[src/rtl/fec_pkg.sv]
package fec_pkg;
  typedef enum logic [1:0] {ST_IDLE, ST_ERASE, ST_PROG, ST_SUSP} fec_state_e;

  localparam logic [7:0] OP_READ   = 8'hFF;
  localparam logic [7:0] OP_STATUS = 8'h70;
  localparam logic [7:0] OP_CLEAR  = 8'h50;
  localparam logic [7:0] OP_ERASE  = 8'h20;
  localparam logic [7:0] OP_PROG   = 8'h40;
  localparam logic [7:0] OP_SUSP   = 8'hB0;
  localparam logic [7:0] OP_RESUME = 8'hD0;

  typedef struct packed {
    logic rd;
    logic st;
    logic clr;
    logic ers;
    logic prg;
    logic sus;
    logic res;
    logic bad;
  } fec_cmd_t;
endpackage

[src/rtl/fec_cmd_dec.sv]
module fec_cmd_dec
  import fec_pkg::*;
(
  input  logic       strobe,
  input  logic [7:0] code,
  output fec_cmd_t   cmd
);
  always_comb begin
    cmd = '0;
    if (strobe) begin
      case (code)
        OP_READ:   cmd.rd  = 1'b1;
        OP_STATUS: cmd.st  = 1'b1;
        OP_CLEAR:  cmd.clr = 1'b1;
        OP_ERASE:  cmd.ers = 1'b1;
        OP_PROG:   cmd.prg = 1'b1;
        OP_SUSP:   cmd.sus = 1'b1;
        OP_RESUME: cmd.res = 1'b1;
        default:   cmd.bad = 1'b1;
      endcase
    end
  end
endmodule

[src/rtl/fec_lock.sv]
module fec_lock #(
  parameter int NBLK   = 8,
  parameter int HAS_WP = 1,
  localparam int BW    = (NBLK > 1) ? $clog2(NBLK) : 1
) (
  input  logic [BW-1:0] blk,
  input  logic          vpp_ok,
  input  logic          wp_in,
  input  logic          rst_hv,
  output logic          vpp_fail,
  output logic          lock_fail
);
  localparam logic [BW-1:0] BOOT_BLK = BW'(NBLK - 1);
  logic wp_eff;

  generate
    if (HAS_WP != 0) begin : g_wp_pin
      assign wp_eff = wp_in;
    end else begin : g_wp_tied
      // no pin on this variant: behaves as if strapped low
      assign wp_eff = wp_in & 1'b0;
    end
  endgenerate

  assign vpp_fail  = ~vpp_ok;
  assign lock_fail = (blk == BOOT_BLK) & ~(wp_eff | rst_hv);
endmodule

[src/rtl/fec_seg_timer.sv]
module fec_seg_timer #(
  parameter int NSEG    = 4,
  parameter int SEG_CYC = 16,
  localparam int CW = (SEG_CYC > 1) ? $clog2(SEG_CYC) : 1,
  localparam int SW = (NSEG > 1) ? $clog2(NSEG) : 1
) (
  input  logic clk,
  input  logic rst_n,
  input  logic start,
  input  logic run,
  output logic seg_end,
  output logic last_seg
);
  logic [CW-1:0] cnt;
  logic [SW-1:0] seg;

  assign seg_end  = run && (cnt == CW'(SEG_CYC - 1));
  assign last_seg = (seg == SW'(NSEG - 1));

  always_ff @(posedge clk) begin
    if (!rst_n) begin
      cnt <= '0;
      seg <= '0;
    end else if (start) begin
      cnt <= '0;
      seg <= '0;
    end else if (seg_end) begin
      cnt <= '0;
      if (!last_seg) seg <= seg + 1'b1;
    end else if (run) begin
      cnt <= cnt + 1'b1;
    end
  end
endmodule

[src/rtl/flash_erase_ctrl.sv]
module flash_erase_ctrl
  import fec_pkg::*;
#(
  parameter int NBLK    = 8,
  parameter int NSEG    = 4,
  parameter int SEG_CYC = 16,
  parameter int HAS_WP  = 1,
  localparam int BW     = (NBLK > 1) ? $clog2(NBLK) : 1
) (
  input  logic          clk,
  input  logic          rst_n,
  input  logic          chip_en,
  input  logic          cmd_we,
  input  logic [7:0]    cmd_code,
  input  logic [BW-1:0] blk_addr,
  input  logic          vpp_ok,
  input  logic          wp_in,
  input  logic          rst_hv,
  output logic [7:0]    status,
  output logic          rd_status,
  output logic          rd_array_ok,
  output logic          standby
);
  fec_state_e    state;
  fec_cmd_t      cmd;
  logic          vpp_fail, lock_fail;
  logic          seg_end, last_seg;
  logic          launch, run;
  logic          in_idle, in_susp;
  logic [BW-1:0] erase_blk;
  logic          susp_pend, done_pend, rd_seen;
  logic          e_err, p_err, v_err, l_err, q_err;

  fec_cmd_dec u_dec (
    .strobe (cmd_we & chip_en),
    .code   (cmd_code),
    .cmd    (cmd)
  );

  fec_lock #(.NBLK(NBLK), .HAS_WP(HAS_WP)) u_lock (
    .blk       (blk_addr),
    .vpp_ok    (vpp_ok),
    .wp_in     (wp_in),
    .rst_hv    (rst_hv),
    .vpp_fail  (vpp_fail),
    .lock_fail (lock_fail)
  );

  fec_seg_timer #(.NSEG(NSEG), .SEG_CYC(SEG_CYC)) u_tmr (
    .clk      (clk),
    .rst_n    (rst_n),
    .start    (launch),
    .run      (run),
    .seg_end  (seg_end),
    .last_seg (last_seg)
  );

  assign in_idle = (state == ST_IDLE);
  assign in_susp = (state == ST_SUSP);
  assign run     = (state == ST_ERASE) || (state == ST_PROG);
  assign launch  = in_idle && (cmd.ers || cmd.prg) && !done_pend
                   && !vpp_fail && !lock_fail;

  always_ff @(posedge clk) begin
    if (!rst_n) begin
      state     <= ST_IDLE;
      erase_blk <= '0;
      susp_pend <= 1'b0;
      done_pend <= 1'b0;
      rd_seen   <= 1'b0;
      rd_status <= 1'b0;
      e_err     <= 1'b0;
      p_err     <= 1'b0;
      v_err     <= 1'b0;
      l_err     <= 1'b0;
      q_err     <= 1'b0;
    end else begin
      case (state)
        ST_IDLE: begin
          if (cmd.rd) rd_status <= 1'b0;
          if (cmd.st) begin
            rd_status <= 1'b1;
            if (done_pend) rd_seen <= 1'b1;
          end
          if (cmd.clr && (!done_pend || rd_seen)) begin
            e_err     <= 1'b0;
            p_err     <= 1'b0;
            v_err     <= 1'b0;
            l_err     <= 1'b0;
            q_err     <= 1'b0;
            done_pend <= 1'b0;
            rd_seen   <= 1'b0;
          end
          if (cmd.ers || cmd.prg) begin
            rd_status <= 1'b1;
            if (done_pend) begin
              q_err <= 1'b1;
            end else if (vpp_fail || lock_fail) begin
              v_err     <= vpp_fail;
              l_err     <= ~vpp_fail;
              e_err     <= cmd.ers;
              p_err     <= cmd.prg;
              done_pend <= 1'b1;
              rd_seen   <= 1'b0;
            end else begin
              state     <= cmd.ers ? ST_ERASE : ST_PROG;
              erase_blk <= blk_addr;
              susp_pend <= 1'b0;
            end
          end
        end
        ST_ERASE: begin
          if (cmd.st)  rd_status <= 1'b1;
          if (cmd.sus) susp_pend <= 1'b1;
          if (seg_end) begin
            if (last_seg) begin
              state     <= ST_IDLE;
              done_pend <= 1'b1;
              rd_seen   <= 1'b0;
              susp_pend <= 1'b0;
            end else if (susp_pend || cmd.sus) begin
              state     <= ST_SUSP;
              susp_pend <= 1'b0;
            end
          end
        end
        ST_PROG: begin
          if (cmd.st) rd_status <= 1'b1;
          if (seg_end) begin
            state     <= ST_IDLE;
            done_pend <= 1'b1;
            rd_seen   <= 1'b0;
          end
        end
        ST_SUSP: begin
          if (cmd.rd) rd_status <= 1'b0;
          if (cmd.st) rd_status <= 1'b1;
          if (cmd.res) begin
            state     <= ST_ERASE;
            rd_status <= 1'b1;
          end
          if (cmd.clr || cmd.ers || cmd.prg || cmd.sus || cmd.bad)
            q_err <= 1'b1;
        end
        default: state <= ST_IDLE;
      endcase
    end
  end

  assign status      = {in_idle | in_susp, in_susp, e_err, p_err,
                        v_err, l_err, q_err, 1'b0};
  assign rd_array_ok = !rd_status &&
                       (in_idle || (in_susp && (blk_addr != erase_blk)));
  assign standby     = in_susp && !chip_en;
endmodule

[config.mk]
export PLATFORM = sky130hd
export DESIGN_NAME = flash_erase_ctrl
export DESIGN_NICKNAME = d
export VERILOG_FILES = /design/src/rtl/fec_pkg.sv /design/src/rtl/fec_cmd_dec.sv /design/src/rtl/fec_lock.sv /design/src/rtl/fec_seg_timer.sv /design/src/rtl/flash_erase_ctrl.sv
export SDC_FILE = /design/constraint.sdc
export NUM_CORES = 1
export LEC_CHECK = 0
export ABC_AREA = 1
export BUFFER_PORTS_ARGS = -buffer_cell sky130_fd_sc_hd__buf_2
export CELL_PAD_IN_SITES_DETAIL_PLACEMENT = 1
export CELL_PAD_IN_SITES_GLOBAL_PLACEMENT = 1
export CORE_MARGIN = 4
export CORE_UTILIZATION = 37
export DETAILED_ROUTE_END_ITERATION = 10
export MAX_ROUTING_LAYER = met4
export PLACE_DENSITY = 0.88
export SLEW_MARGIN = 20
export SYNTH_ARGS = -nofsm -noshare
export SYNTH_HDL_FRONTEND = slang
export SYNTH_SLANG_ARGS = --single-unit
[constraint.sdc]
create_clock -name clk -period 1.9 [get_ports clk]
set_input_delay 0.19 -clock clk [delete_from_list [all_inputs] [get_ports clk]]
set_output_delay 0.19 -clock clk [all_outputs]
set_load 0.03 [all_outputs]
==> key figures <==
Clocking
  – Max clock buf depth: 2
  – Clock Sinks: 20
  – Register clock-pin slew on the reported worst setup and hold paths: 70 ps
  – Clock tree from TritonCTS: yes
  – H-Tree Level Count: 1
  – Number of buffers added by the clock tree synthesis step: 3
  – Clock Latency Late Sink: ~260 ps
  – Buffer cell driving the clock tree root: clkbuf_8

Detailed routing
  – Routed length per placed instance: about 14 um
  – Number of antenna-violating nets in the routed design: 0
  – Residual DRC: 0
  – Initial detailed-routing violation count: 79
  – Vias per Instance: 5.19
  – Number of detailed-route iterations in the first pass: 4
  – Via total after detailed routing: around 1,500
  – Wire length reported by the detailed router: 3.90 mm

Die
  – Count of boundary I/O pins: 29
  – Cell row count: 21
  – Die ar.: 4790 um2
  – Placeable core area: around 3500 um2
  – Height of the chip: 69.2 um
  – Initial Util: around 40%
  – Horiz. Die Dim: between 60 and 70 um

STA
  – Final setup fails: 0
  – Endpoints failing hold: 0
  – Max Clock Skew: between 2 and 3 ps
  – Share of the cycle needed by the critical path after routing: 97.5%
  – Timing-limited maximum frequency: 540 MHz
  – Unrepaired setup endpoints after global routing: true
  – Shortest clock period the worst path allows after layout: between 1500 and 2000 ps
  – Final total negative setup slack: 0 ps
  – Minimum hold slack: about 230 ps
  – Final number of max-transition violations: 0

Final layout
  – Final Cell Area: 1610 um2
  – Share of final-layout standard cells stronger than drive strength 1: between 20% and 30%
  – Layout Cells excl Fill: 286
  – Synth-to-Final Area Change: 16.5%
  – Share of the core filled with cells in the final layout: a little under half
  – Total number of nets in the final design: ~270
  – Count of inserted antenna diode cells: 0

Pwr
  – Power density normalized to cell area: around 780 nW/um2
  – Static Leak: roughly 0.76 nW
  – Worst IR Drop VDD: between 300 and 400 uV

Min path
  – Min-Delay Path Class: in -> reg
  – Cell count of the worst hold path: 4
  – Startpoint of the most critical hold path: wp_in
  – Worst Hold End: l_err$_SDFFE_PN0N_

Yosys
  – Number of warnings issued by yosys: 0
  – Area of the mapped netlist: roughly 1400 um2
  – Ranking of synthesized cells by area: dfxtp_1, nand2_1, a21oi_1
  – Synth Net Count: 240
  – Synth Instances: 215
  – #FFs+latches synth: 20
  – Synth cell types: 33
  – Average cell area after synthesis: 6.44 um2
  – Area fraction of the dominant cell type after synthesis: between 20% and 30%
  – Largest area contributor in the synthesized netlist: dfxtp_1
  – Sequential fraction of the synthesis area: between 20% and 30%

Setup path
  – Cells on worst reg2reg path: 9
  – Crit path kind: reg -> reg
  – Critical Path Max Stage Delay: roughly 370 ps
  – Reg2reg start: state[0]$_SDFFE_PN0P_
  – Required time of the critical path: just over 2000 ps
  – R2R Setup Slk: ~47 ps
  – Chain of cells forming the critical path: inv_1 > ha_1 > nand4_1 > a21oi_1 > nand3_2 > nor2_2 > nand2_1 > nand2_1 > nor2_1
  – Critical path launch point type: flop
  – Worst-path maximum fanout: 4
  – Cell with the most instances on the worst path: nand2_1
  – Endpoint kind of the worst setup timing path: flop
  – Data arrival at the endpoint of the critical path: about 2000 ps
  – Endpoint of the lowest-slack register-to-register path: state[1]$_SDFFE_PN0P_
  – Slowest library cell on the worst path: dfxtp_1

GRT
  – Global routing usage summed across all routing layers: ~17%
  – Wire length of the first global-routing pass: 6.50 mm
  – Remaining Overflow, GRT: 0
  – Number of global-route vias before repair: ~1,400
  – Antenna violations before repair: 0
  – Largest net degree at the start of global routing: 12

Place
  – Estimated wirelength of the detail-placed design: 2.95 mm
  – Port Buffers: 27
  – Weighted congestion at the end of routability-driven global placement: between 0.8 and 0.9
  – Cell area after placement: around 1500 um2
  – Cell count after placement: roughly 280

Flow run
  – Max-cap violations: 0

Outcome
  – Outcome: completed
==> placed cells by master (no fill, tap or decap), types with 2 or more instances in the layout <==
cell type,instances
a21oi_1,20
nand3_1,15
clkbuf_8,4
o21ai_0,5
nor3_1,3
nand3_2,2
nor2_1,25
buf_2,27
inv_1,27
o211ai_1,2
nand4_1,6
nor2_2,5
dfxtp_1,19
nand2_1,50
buf_4,4
ha_1,7
==> report_power, final <==
group,internal (W),switching [W],total [W]
sequential,0.000444,0.0000302,0.000474
combinational,0.000145,0.000309,0.000453
clock,0.000184,0.000141,0.000325
total,0.000773,0.000480,0.00125
==> how the worst max path moves through the flow <==
stage / startpoint / to / slack [ps] / cells past startpoint
finish: state[0]$_SDFFE_PN0P_ / state[1]$_SDFFE_PN0P_ / 50 / 9
global route: state[0]$_SDFFE_PN0P_ / rd_array_ok / -60 / 5
CTS: state[1]$_SDFFE_PN0P_ / state[1]$_SDFFE_PN0P_ / 40 / 9
detailed placement: state[1]$_SDFFE_PN0P_ / state[1]$_SDFFE_PN0P_ / 70 / 9
global placement: state[1]$_SDFFE_PN0P_ / state[1]$_SDFFE_PN0P_ / 150 / 9
floorplan: state[1]$_SDFFE_PN0P_ / state[1]$_SDFFE_PN0P_ / 250 / 10
==> sequential cells by signal (all words and copies together), names as in the netlist <==
name / count
v_err: 1
erase_blk: 3
u_tmr.seg: 2
u_tmr.cnt: 4
p_err: 1
susp_pend: 1
q_err: 1
e_err: 1
rd_status: 1
rd_seen: 1
done_pend: 1
state: 2
l_err: 1
==> through the flow <==
step,setup slack (ps),total power (W)
3_5_place_dp,74.7,0.000891
6_report,47.0,0.00125
2_1_floorplan,251,0.000775
5_1_grt,-62.5,0.00133
4_1_cts,44.4,0.00123
3_3_place_gp,146,0.000878
==> worst max-delay path, delay by kind of cell, from the launching register on <==
family	cells	cell delay [ps]
buf+inv	1	100
simple gates	6	690
flops	1	370
fa+ha+maj	1	320
compound gates	1	270
==> per-layer routing <==
layer  track usage [%]  up-vias  part of all wire [%]
li1                  -      741                     -
met1              20.3      709                    45
met2              28.3       30                    50
met3              3.48        4                   4.1
met4              3.25        0                  0.62
met5                 -        -                     0
==> synthesized netlist by cell type (all sizes together) <==
library cell / number
o21ai: 7
nand3: 18
clkbuf: 2
o22ai: 1
xnor2: 1
dfxtp: 20
o31ai: 1
a21oi: 22
conb: 1
nor3: 4
a31oi: 1
or2: 1
nand4: 6
inv: 28
o211ai: 2
and3: 1
nor2: 30
ha: 7
nand2: 51
xor2: 1
nand3b: 1
buf: 8
o21bai: 1
==> cell families (layout without fill, tap and decap cells) <==
kind of cell,after synthesis,count (layout),synth area share [%]
xor+xnor,2,2,1.26
buf+inv,38,63,12.4
flops,20,20,28.9
simple gates,112,112,36.2
other cells,1,1,0.271
fa+ha+maj,7,7,6.32
compound gates,35,35,14.6
==> cell type report <==
class / instances / area [um2]
fill: 498 / 1850
multi-input combinational: 157 / 830
sequential: 20 / 402
timing repair buffer: 31 / 165
inverter: 28 / 105
tap: 46 / 57.6
clock buffer: 4 / 55.1
==> what timing repair did <==
| item | 4_1_cts | 5_1_grt |
|---|---|---|
| hold buffers | 0 | 0 |
| resized for setup | 0 | 5 |
| setup buffers | 0 | 3 |
| endpoints found under the setup margin | 0 | 7 |
Power figures use the tool's default switching activity.
